File: config.mk
export PLATFORM = sky130hd
export DESIGN_NAME = gcal_top
export DESIGN_NICKNAME = d
export VERILOG_FILES = /design/src/rtl/gcal_pkg.sv /design/src/rtl/gcal_ctrl.sv /design/src/rtl/gcal_dp.sv /design/src/rtl/gcal_top.sv
export SDC_FILE = /design/constraint.sdc
export NUM_CORES = 1
export LEC_CHECK = 0
export ABC_CLOCK_PERIOD_IN_PS = 3500
export BUFFER_PORTS_ARGS = -buffer_cell sky130_fd_sc_hd__buf_2
export CAP_MARGIN = 20
export CORE_MARGIN = 2
export CORE_UTILIZATION = 61
export CTS_BUF_LIST = sky130_fd_sc_hd__clkbuf_4 sky130_fd_sc_hd__clkbuf_8
export CTS_CLUSTER_SIZE = 16
export DETAILED_ROUTE_END_ITERATION = 6
export PLACE_DENSITY = 0.83
export SYNTH_ARGS = -nofsm -noshare
export SYNTH_HDL_FRONTEND = slang
export SYNTH_SLANG_ARGS = --single-unit
File: constraint.sdc
create_clock -name clk -period 3.5 [get_ports clk]
set_input_delay 0.175 -clock clk [delete_from_list [all_inputs] [get_ports clk]]
set_output_delay 0.175 -clock clk [all_outputs]
set_load 0.02 [all_outputs]
File: src/rtl/gcal_pkg.sv
package gcal_pkg;
  typedef struct packed {
    logic preset;  // force selected gain to unity
    logic load;    // capture RMS and target, seed divider
    logic step;    // one restoring-division iteration
    logic finish;  // commit quotient or flag error
  } gcal_stb_t;

  localparam logic [1:0] ADDR_VGAIN = 2'd0;
  localparam logic [1:0] ADDR_IGAIN = 2'd1;
  localparam logic [1:0] ADDR_SCALE = 2'd2;

  localparam int ST_INVALID = 0;
  localparam int ST_VOVF    = 1;
  localparam int ST_IOVF    = 2;
endpackage

File: src/rtl/gcal_ctrl.sv
module gcal_ctrl
  import gcal_pkg::*;
#(
  parameter int W             = 24,
  parameter int SETTLE_CYCLES = 32
) (
  input  logic      clk,
  input  logic      rstN,
  input  logic      cmdStart,
  input  logic      cmdPath,
  input  logic      loadErr,
  output gcal_stb_t stb,
  output logic      curPath,
  output logic      busy,
  output logic      done
);
  localparam int CW = $clog2(SETTLE_CYCLES + 1);
  localparam int BW = $clog2(W);

  typedef enum logic [1:0] {S_IDLE, S_SETTLE, S_DIV, S_FIN} state_t;

  state_t        state, nxt;
  logic [CW-1:0] settleCnt;
  logic [BW-1:0] bitCnt;
  logic          pathQ;

  always_comb begin
    stb = '0;
    nxt = state;
    case (state)
      S_IDLE: if (cmdStart) begin
        stb.preset = 1'b1;
        nxt = S_SETTLE;
      end
      S_SETTLE: if (settleCnt == CW'(SETTLE_CYCLES - 1)) begin
        stb.load = 1'b1;
        nxt = loadErr ? S_FIN : S_DIV;
      end
      S_DIV: begin
        stb.step = 1'b1;
        if (bitCnt == BW'(W - 1)) nxt = S_FIN;
      end
      S_FIN: begin
        stb.finish = 1'b1;
        nxt = S_IDLE;
      end
      default: nxt = S_IDLE;
    endcase
  end

  assign curPath = (state == S_IDLE) ? cmdPath : pathQ;
  assign busy    = (state != S_IDLE);
  assign done    = (state == S_FIN);

  always_ff @(posedge clk) begin
    if (!rstN) begin
      state     <= S_IDLE;
      settleCnt <= '0;
      bitCnt    <= '0;
      pathQ     <= 1'b0;
    end else begin
      state <= nxt;
      if (stb.preset) begin
        pathQ     <= cmdPath;
        settleCnt <= '0;
      end else if (state == S_SETTLE) begin
        settleCnt <= settleCnt + 1'b1;
      end
      if (stb.load) bitCnt <= '0;
      else if (stb.step) bitCnt <= bitCnt + 1'b1;
    end
  end
endmodule

File: src/rtl/gcal_dp.sv
module gcal_dp
  import gcal_pkg::*;
#(
  parameter int W    = 24,
  parameter int FRAC = 22
) (
  input  logic         clk,
  input  logic         rstN,
  input  gcal_stb_t    stb,
  input  logic         curPath,
  input  logic [W-1:0] vRms,
  input  logic [W-1:0] iRms,
  input  logic         regWe,
  input  logic [1:0]   regWAddr,
  input  logic [W-1:0] regWData,
  input  logic [1:0]   regRAddr,
  output logic [W-1:0] regRData,
  input  logic [2:0]   statusClr,
  output logic [2:0]   status,
  output logic         loadErr
);
  localparam int INT = W - FRAC;
  localparam logic [W-1:0] UNITY = W'(64'd1 << FRAC);
  localparam logic [W-1:0] TGT_V = W'((64'd3 << W) / 64'd5);

  logic [W-1:0] vGain, iGain, scale;
  logic [W-1:0] divisor, rem, quot, feed;
  logic         errZero, errOvf;

  // selection and range pre-check at capture time
  logic [W-1:0]     rmsSel, tgtSel;
  logic             isZero, isBig;
  logic [W+INT-1:0] tgtWide, rmsWide;
  always_comb begin
    rmsSel  = curPath ? iRms : vRms;
    tgtSel  = curPath ? scale : TGT_V;
    tgtWide = {{INT{1'b0}}, tgtSel};
    rmsWide = {rmsSel, {INT{1'b0}}};
    isZero  = (rmsSel == '0);
    isBig   = !isZero && (tgtWide >= rmsWide);
    loadErr = isZero || isBig;
  end

  // one restoring iteration
  logic [W:0] remShift;
  logic       fits;
  always_comb begin
    remShift = {rem, feed[W-1]};
    fits     = (remShift >= {1'b0, divisor});
  end

  always_ff @(posedge clk) begin
    if (!rstN) begin
      divisor <= '0;
      rem     <= '0;
      quot    <= '0;
      feed    <= '0;
      errZero <= 1'b0;
      errOvf  <= 1'b0;
    end else if (stb.load) begin
      divisor <= rmsSel;
      rem     <= tgtSel >> INT;
      feed    <= {tgtSel[INT-1:0], {FRAC{1'b0}}};
      quot    <= '0;
      errZero <= isZero;
      errOvf  <= isBig;
    end else if (stb.step) begin
      rem  <= fits ? W'(remShift - {1'b0, divisor}) : remShift[W-1:0];
      quot <= {quot[W-2:0], fits};
      feed <= feed << 1;
    end
  end

  logic commitV, commitI, presetV, presetI;
  always_comb begin
    commitV = stb.finish && !(errZero || errOvf) && !curPath;
    commitI = stb.finish && !(errZero || errOvf) &&  curPath;
    presetV = stb.preset && !curPath;
    presetI = stb.preset &&  curPath;
  end

  always_ff @(posedge clk) begin
    if (!rstN) begin
      vGain <= UNITY;
      iGain <= UNITY;
      scale <= TGT_V;
    end else begin
      if (presetV)      vGain <= UNITY;
      else if (commitV) vGain <= quot;
      else if (regWe && regWAddr == ADDR_VGAIN) vGain <= regWData;

      if (presetI)      iGain <= UNITY;
      else if (commitI) iGain <= quot;
      else if (regWe && regWAddr == ADDR_IGAIN) iGain <= regWData;

      if (regWe && regWAddr == ADDR_SCALE) scale <= regWData;
    end
  end

  logic [2:0] setBits;
  always_comb begin
    setBits = '0;
    if (stb.finish) begin
      setBits[ST_INVALID] = errZero || errOvf;
      setBits[ST_VOVF]    = errOvf && !curPath;
      setBits[ST_IOVF]    = errOvf &&  curPath;
    end
  end

  always_ff @(posedge clk) begin
    if (!rstN) status <= '0;
    else       status <= (status & ~statusClr) | setBits;
  end

  always_comb begin
    case (regRAddr)
      ADDR_VGAIN: regRData = vGain;
      ADDR_IGAIN: regRData = iGain;
      ADDR_SCALE: regRData = scale;
      default:    regRData = '0;
    endcase
  end
endmodule

File: src/rtl/gcal_top.sv
module gcal_top
  import gcal_pkg::*;
#(
  parameter int W             = 24,
  parameter int FRAC          = 22,
  parameter int SETTLE_CYCLES = 32
) (
  input  logic         clk,
  input  logic         rstN,
  input  logic         cmdStart,
  input  logic         cmdPath,
  input  logic [W-1:0] vRms,
  input  logic [W-1:0] iRms,
  input  logic         regWe,
  input  logic [1:0]   regWAddr,
  input  logic [W-1:0] regWData,
  input  logic [1:0]   regRAddr,
  output logic [W-1:0] regRData,
  input  logic [2:0]   statusClr,
  output logic [2:0]   status,
  output logic         busy,
  output logic         done
);
  gcal_stb_t stb;
  logic      curPath, loadErr;

  gcal_ctrl #(.W(W), .SETTLE_CYCLES(SETTLE_CYCLES)) uCtrl (
    .clk(clk), .rstN(rstN), .cmdStart(cmdStart), .cmdPath(cmdPath),
    .loadErr(loadErr), .stb(stb), .curPath(curPath), .busy(busy), .done(done)
  );

  gcal_dp #(.W(W), .FRAC(FRAC)) uDp (
    .clk(clk), .rstN(rstN), .stb(stb), .curPath(curPath),
    .vRms(vRms), .iRms(iRms), .regWe(regWe), .regWAddr(regWAddr),
    .regWData(regWData), .regRAddr(regRAddr), .regRData(regRData),
    .statusClr(statusClr), .status(status), .loadErr(loadErr)
  );
endmodule

# ---- Word level (Yosys, flattened, before mapping)
# Cells that the tools add are included.
dict set report classes {
  n_bitwise 4
  eq_ne 12
  n_reduce_logical 29
  order_cmp 2
  n_mux 25
  addsub 3
}
# cell n
set op_table {}
lappend op_table {{24-bit 2-to-1 mux} 9}
lappend op_table {{24-bit case mux with 3 select lines} 1}
lappend op_table {{22-bit 2-to-1 mux} 2}
lappend op_table {{24-bit by 26-bit >= comparator with 1-bit output} 1}
lappend op_table {{25-bit by 24-bit >= comparator with 1-bit output} 1}
lappend op_table {{24-bit logical NOT} 1}
lappend op_table {{24-bit subtractor} 1}
lappend op_table {{1-bit logical AND} 11}
lappend op_table {{2-bit == test, second input constant} 4}
lappend op_table {{1-bit 2-to-1 mux} 8}
lappend op_table {{2-bit case mux with 4 select lines} 1}
lappend op_table {{2-bit nonzero test} 4}
lappend op_table {{2-bit OR reduction} 4}
lappend op_table {{6-bit by 1-bit adder with 6-bit output, second input constant} 1}
lappend op_table {{2-bit by 1-bit == test with 1-bit output, second input constant} 3}
lappend op_table {{6-bit by 5-bit == test with 1-bit output, second input constant} 1}
lappend op_table {{2-bit logical NOT} 3}
lappend op_table {{2-bit 2-to-1 mux} 3}
lappend op_table {{5-bit by 1-bit adder with 5-bit output, second input constant} 1}
lappend op_table {{5-bit == test, second input constant} 1}
lappend op_table {{2-bit by 1-bit != test with 1-bit output, second input constant} 2}
lappend op_table {{3-bit bitwise AND} 1}
lappend op_table {{1-bit logical NOT} 3}
lappend op_table {{3-bit 2-to-1 mux} 1}
lappend op_table {{6 further kinds} 7}
dict set report totals {
  output_inout_bits 29
  register_bits 165
}

# ---- Depth between registers and ports, before layout
dict set report depth {
  word_depth 10
  depth_mapped 18
  depth_no_buf 16
}

# ---- Modules after synthesis
# A second synthesis with hierarchy kept.
dict set report hier_totals {
  hier_cells 1150
  hier_area_um2 9724.3
}
# module seq_area_each_um2 instances area_each_um2 cells_each
set modules_own_cells {}
lappend modules_own_cells {gcal_dp 3022.9 1 9024.9 1071}
lappend modules_own_cells {gcal_ctrl 280.3 1 699.4 79}

# ---- Least setup slack after synthesis
# OpenSTA, ideal clock, no wires.
dict set report synth_timing {
  kind {register to register}
  from {register uCtrl.state[0]}
  to {register uDp.errOvf}
  path_buffers 3
  path_slack_ns 0.321
  t_required_ns 3.424
  setup_time_ns 0.076
  stages_incl_launch_ff 19
  arrival_ns 3.103
  synth_period_minus_slack_ns 3.179
  path_cell_list {dfxtp_1 > inv_1 > ha_1 > buf_2 > mux2_4 > clkbuf_1 > clkbuf_1 > nand2_1 > ha_1 > inv_1 > o41ai_1 > a21oi_1 > o31ai_1 > a21oi_1 > o21ai_0 > nand3_1 > nand2_1 > nand3_1 > a21boi_0}
}
dict set report synth_via {
  elab_chain_len 6
}
# element line
set synth_rtl {}
lappend synth_rtl {{start, declared} gcal_ctrl.sv:22} ;# state_t state, nxt;
lappend synth_rtl {{start signal, assigned} gcal_ctrl.sv:62} ;# state <= nxt;
lappend synth_rtl {{branches (longest 6 deep; another with 24-bit by 26-bit >= comparator with 1-bit output)} -}
lappend synth_rtl {{end signal, assigned} gcal_dp.sv:66} ;# errOvf <= isBig;
lappend synth_rtl {{end, declared} gcal_dp.sv:28} ;# logic errZero, errOvf;
# Several ways; the timed one is not identified.
# A chain may end at the register's enable or synchronous reset.

# ---- Final worst setup path
dict set report layout_timing {
  from {register uCtrl.state[1]}
  to {register uDp.errOvf}
}
dict set report layout_via {
  elab_chain_len 6
}
# element line
set layout_rtl {}
lappend layout_rtl {{2-bit logical NOT *} gcal_ctrl.sv:51} ;# assign curPath = (state == S_IDLE) ? cmdPath : pathQ;
lappend layout_rtl {{1-bit 2-to-1 mux *} gcal_ctrl.sv:51}
lappend layout_rtl {{24-bit 2-to-1 mux *} gcal_dp.sv:35} ;# rmsSel = curPath ? iRms : vRms;
lappend layout_rtl {{via uDp.rmsSel[0]} gcal_dp.sv:31} ;# logic [W-1:0] rmsSel, tgtSel;
lappend layout_rtl {{branches (longest 2 deep; another with 24-bit by 26-bit >= comparator with 1-bit output)} -}
lappend layout_rtl {{1-bit logical AND *} gcal_dp.sv:40} ;# isBig = !isZero && (tgtWide >= rmsWide);
# Mark *: on every way through the listed nets, which the timed path passes.

==> results.yml <==
cells_and_area:
  area_growth_syn_to_layout_pct: 14.1
  nets: 1375
  drive_gt1_share_pct: 15.5
  antennaDiodeCount: 0
  nFillCells: 1203
routing:
  drt_first_pass_iters: 5
  vias: 8966
  drt_iter0_drc: 799
  viasPerCell: 6.13
  wl_mm: 28.1
  drc: 0
  wl_per_cell_microns: 19.2
  antenna_left: 0
critical_path:
  r2r_setup_slack_ns: 0.17
  r2r-start: "uCtrl.state[1]$_SDFFE_PN0P_"
  start_kind: "flop"
  cp_data_required_time_ns: 3.89
  endpoint: "uDp.errOvf$_SDFFE_PN0P_"
  cp.arrival_ns: 3.72
  crit_fanout: 4
  reg2reg_depth: 16
  worstSetupPathType: "flop to flop"
  cp-end-kind: "flop"
  r2r-end: "uDp.errOvf$_SDFFE_PN0P_"
  cp-startpoint: "uCtrl.state[1]$_SDFFE_PN0P_"
synth:
  async_flop_share_pct: 0
  ys_seq_elements: 165
  ys_top_cells_by_count: "dfxtp_1, nand2_1, mux2i_1"
  synth-edff-count: 0
  synth_area_leader_cell: "dfxtp_1"
  ys_top_cells_by_area: "dfxtp_1, mux2i_1, ha_1"
  yosys_warnings: 0
  syn_inst: 1136
  syn_avg_cell_area_sq_um: 8.45
  synth.most_common_cell: "dfxtp_1"
  synth_top_area_share_pct: 34.4
  synthFlopType: "dfxtp_1"
  synth_fp_nets: 1273
  synth_cell_types: 65
  yosysSeqAreaShare_pct: 34.4
  synthesis.area_sq_mm: 0.00960
grt:
  grt_usage_pct: 33.5
  grt_max_degree: 63
  overflow: 0
  grt_pass1_wl_mm: 43.8
  grt_pass1_vias: 8545
  antenna_found_initial: 2
power:
  power.share.clock_pct: 14.3
  powerDensity_mw_per_mm2: 865
  p_leak_nw: 5.00
  seqPwrFrac_pct: 23.5
  comb_power_share_pct: 62.2
  p_int_mw: 5.20
  p_switching_mw: 4.27
  p_sw_share_pct: 45.1
  ir_worst_vdd_mv: 1.30
clock_network:
  cts_tree: "yes"
  root_buffer: "clkbuf_8"
  clock-sinks: 165
  htree_levels: 4
  path_clk_slew_ns: 0.10
  cts_made_buffers: 17
  clockBufferDepth: 2
  cts_setup_buffers: 0
  clk_latency_ns: 0.45
min_path:
  min_path_type: "primary input to flop"
  hold_path_depth: 3
floorplan:
  core_area_sq_mm: 0.0153
  dieArea_sq_mm: 0.0168
  core.rowCount: 45
  die-width_microns: 129
  io_pins: 113
  initial_utilization_pct: 62.7
  die_h_microns: 129
sta:
  rsz0062_at_grt: "false"
  finalHoldViolCount: 0
  max_freq_mhz: 300
  setup_violations: 0
  worst_pin_slew_ns: 1.08
  period_share_pct: 95.2
  slew_headroom_pct: 28.3
  finalCriticalPeriod_ns: 3.33
  drv_slew: 0
  skew_ns: 0.0187
  tns_ns: 0
  setup_slack_ns: 0.168
placement:
  dp_slack_ns: 0.0750
  port_buffers: 112
  gp_congestion: 0.935
  hpwl_mm: 19.6
job:
  max-cap-violations: 0
status:
  outcome: "finished clean"
[kinds of logic after synthesis]
kind of cell / count (synthesis) / synth area share (%)
flip-flops: 165 / 34.4
buffers and inverters: 113 / 4.85
adder cells (fa/ha/maj): 53 / 6.99
multiplexers: 135 / 14.1
AND/OR/NAND/NOR: 374 / 17.4
XOR/XNOR: 24 / 2.19
AO/OA/AOI/OAI: 272 / 20.0
[worst min-delay path by stage]
stage	from	to	slack, ns
after floorplan	regWData[0]	uDp.scale[0]$_SDFFE_PN1P_	0.30
final	regWData[21]	uDp.scale[21]$_SDFFE_PN0P_	0.01
after global placement	regWData[4]	uDp.scale[4]$_SDFFE_PN1P_	0.42
after CTS	regWData[21]	uDp.scale[21]$_SDFFE_PN0P_	0.002
after detailed placement	regWData[8]	uDp.scale[8]$_SDFFE_PN1P_	0.42
after global routing	regWData[21]	uDp.scale[21]$_SDFFE_PN0P_	0.002
[final cells by class]
class                   instances  area, sq um  share of cell area [%]
flip-flops and latches        165         3300                    30.2
clock buffers                  20          256                    2.34
repair buffers                158          978                    8.94
multi-input cells             858         5880                    53.7
clock inverters                12          120                    1.10
well taps                     211          264                    2.41
inverters                      38          143                    1.30
[sequential cells by signal, summed over array words and instances, names as in the netlist]
register,count
uDp.rem,24
uDp.vGain,24
uCtrl.pathQ,1
uCtrl.settleCnt,6
uDp.divisor,24
uDp.errZero,1
uDp.scale,24
uCtrl.state,2
uDp.errOvf,1
uCtrl.bitCnt,5
uDp.quot,24
uDp.feed,2
uDp.iGain,24
uDp.status,3
[worst max-delay path, cell delays in order (launching register included)]
cell,delay [ns]
dfxtp_1,0.35
inv_1,0.11
ha_1,0.25
mux2i_4,0.31
mux2i_2,0.33
inv_1,0.08
ha_1,0.28
inv_1,0.03
o41ai_1,0.31
a21oi_1,0.13
o31ai_1,0.25
a21oi_1,0.11
o21ai_1,0.19
nand3_1,0.14
nand2_1,0.12
nand3_1,0.07
a21boi_0,0.19
[per-layer routing]
metal	track usage, %	vias to the layer above	routed length, microns	part of all wire (%)
met1	43.6	4213	12000	43
met4	14.7	0	1050	3.7
met2	53.4	436	12700	45
met5	0	-	0	0
li1	-	4239	-	-
met3	7.51	78	2410	8.6
[cell usage in the layout (no fill, tap or decap), types with 4 or more instances in the layout]
cell           Yosys  layout
o211a_1           24      24
nand3_1           30      28
nand2b_1          18      18
o21a_1             4       4
dfxtp_1          165     164
xnor2_1           15      15
nand4_1           18      18
mux2i_1          134     130
and2_1            16      16
a211oi_1          55      55
ha_1              52      51
o21ai_1           22      22
a31o_1             5       5
a21oi_1           34      34
o22ai_1            4       4
a21o_1            14      14
nor3_1             6       6
buf_2              9     112
a21boi_0          17      17
buf_4              0      23
dlygate4sd3_1      0      21
a31oi_1            5       5
nor2b_1           10      10
nand2_1          151     151
nor2_1           106     106
a22o_1            12      12
o21ai_0           51      50
clkbuf_8           0      17
inv_1             38      38
xor2_1             9       9
[metrics by stage]
| stage | area, sq um | hold WS (ns) | total power, mW | util (%) | std cells |
|---|---|---|---|---|---|
| after floorplan | 9600 | 0.299 | 7.03 | - | 1136 |
| after global placement | 10300 | 0.420 | 7.87 | 67.4 | 1408 |
| after detailed placement | 10300 | 0.424 | 7.97 | 67.4 | 1408 |
| after CTS | 10900 | 0.00213 | 9.34 | 71.2 | 1461 |
| after global routing | 11000 | 0.00202 | 10.1 | 71.5 | 1462 |
| final | 11000 | 0.0148 | 9.47 | 71.5 | 1462 |
[power by group through the flow]
stage	Sequential, mW	Combinational (mW)	Clock [mW]
after floorplan	2.20	4.83	0
after global placement	2.25	5.62	0
after detailed placement	2.26	5.71	0
after CTS	2.22	5.77	1.36
after global routing	2.24	6.43	1.43
final	2.23	5.89	1.35
[what timing repair did]
item,4_1_cts,5_1_grt
endpoints found under the setup margin,0,2
hold endpoints to repair,21,0
gates resized for setup,0,9
hold buffers,21,0
Note: power is estimated with default switching activity, not from simulation.
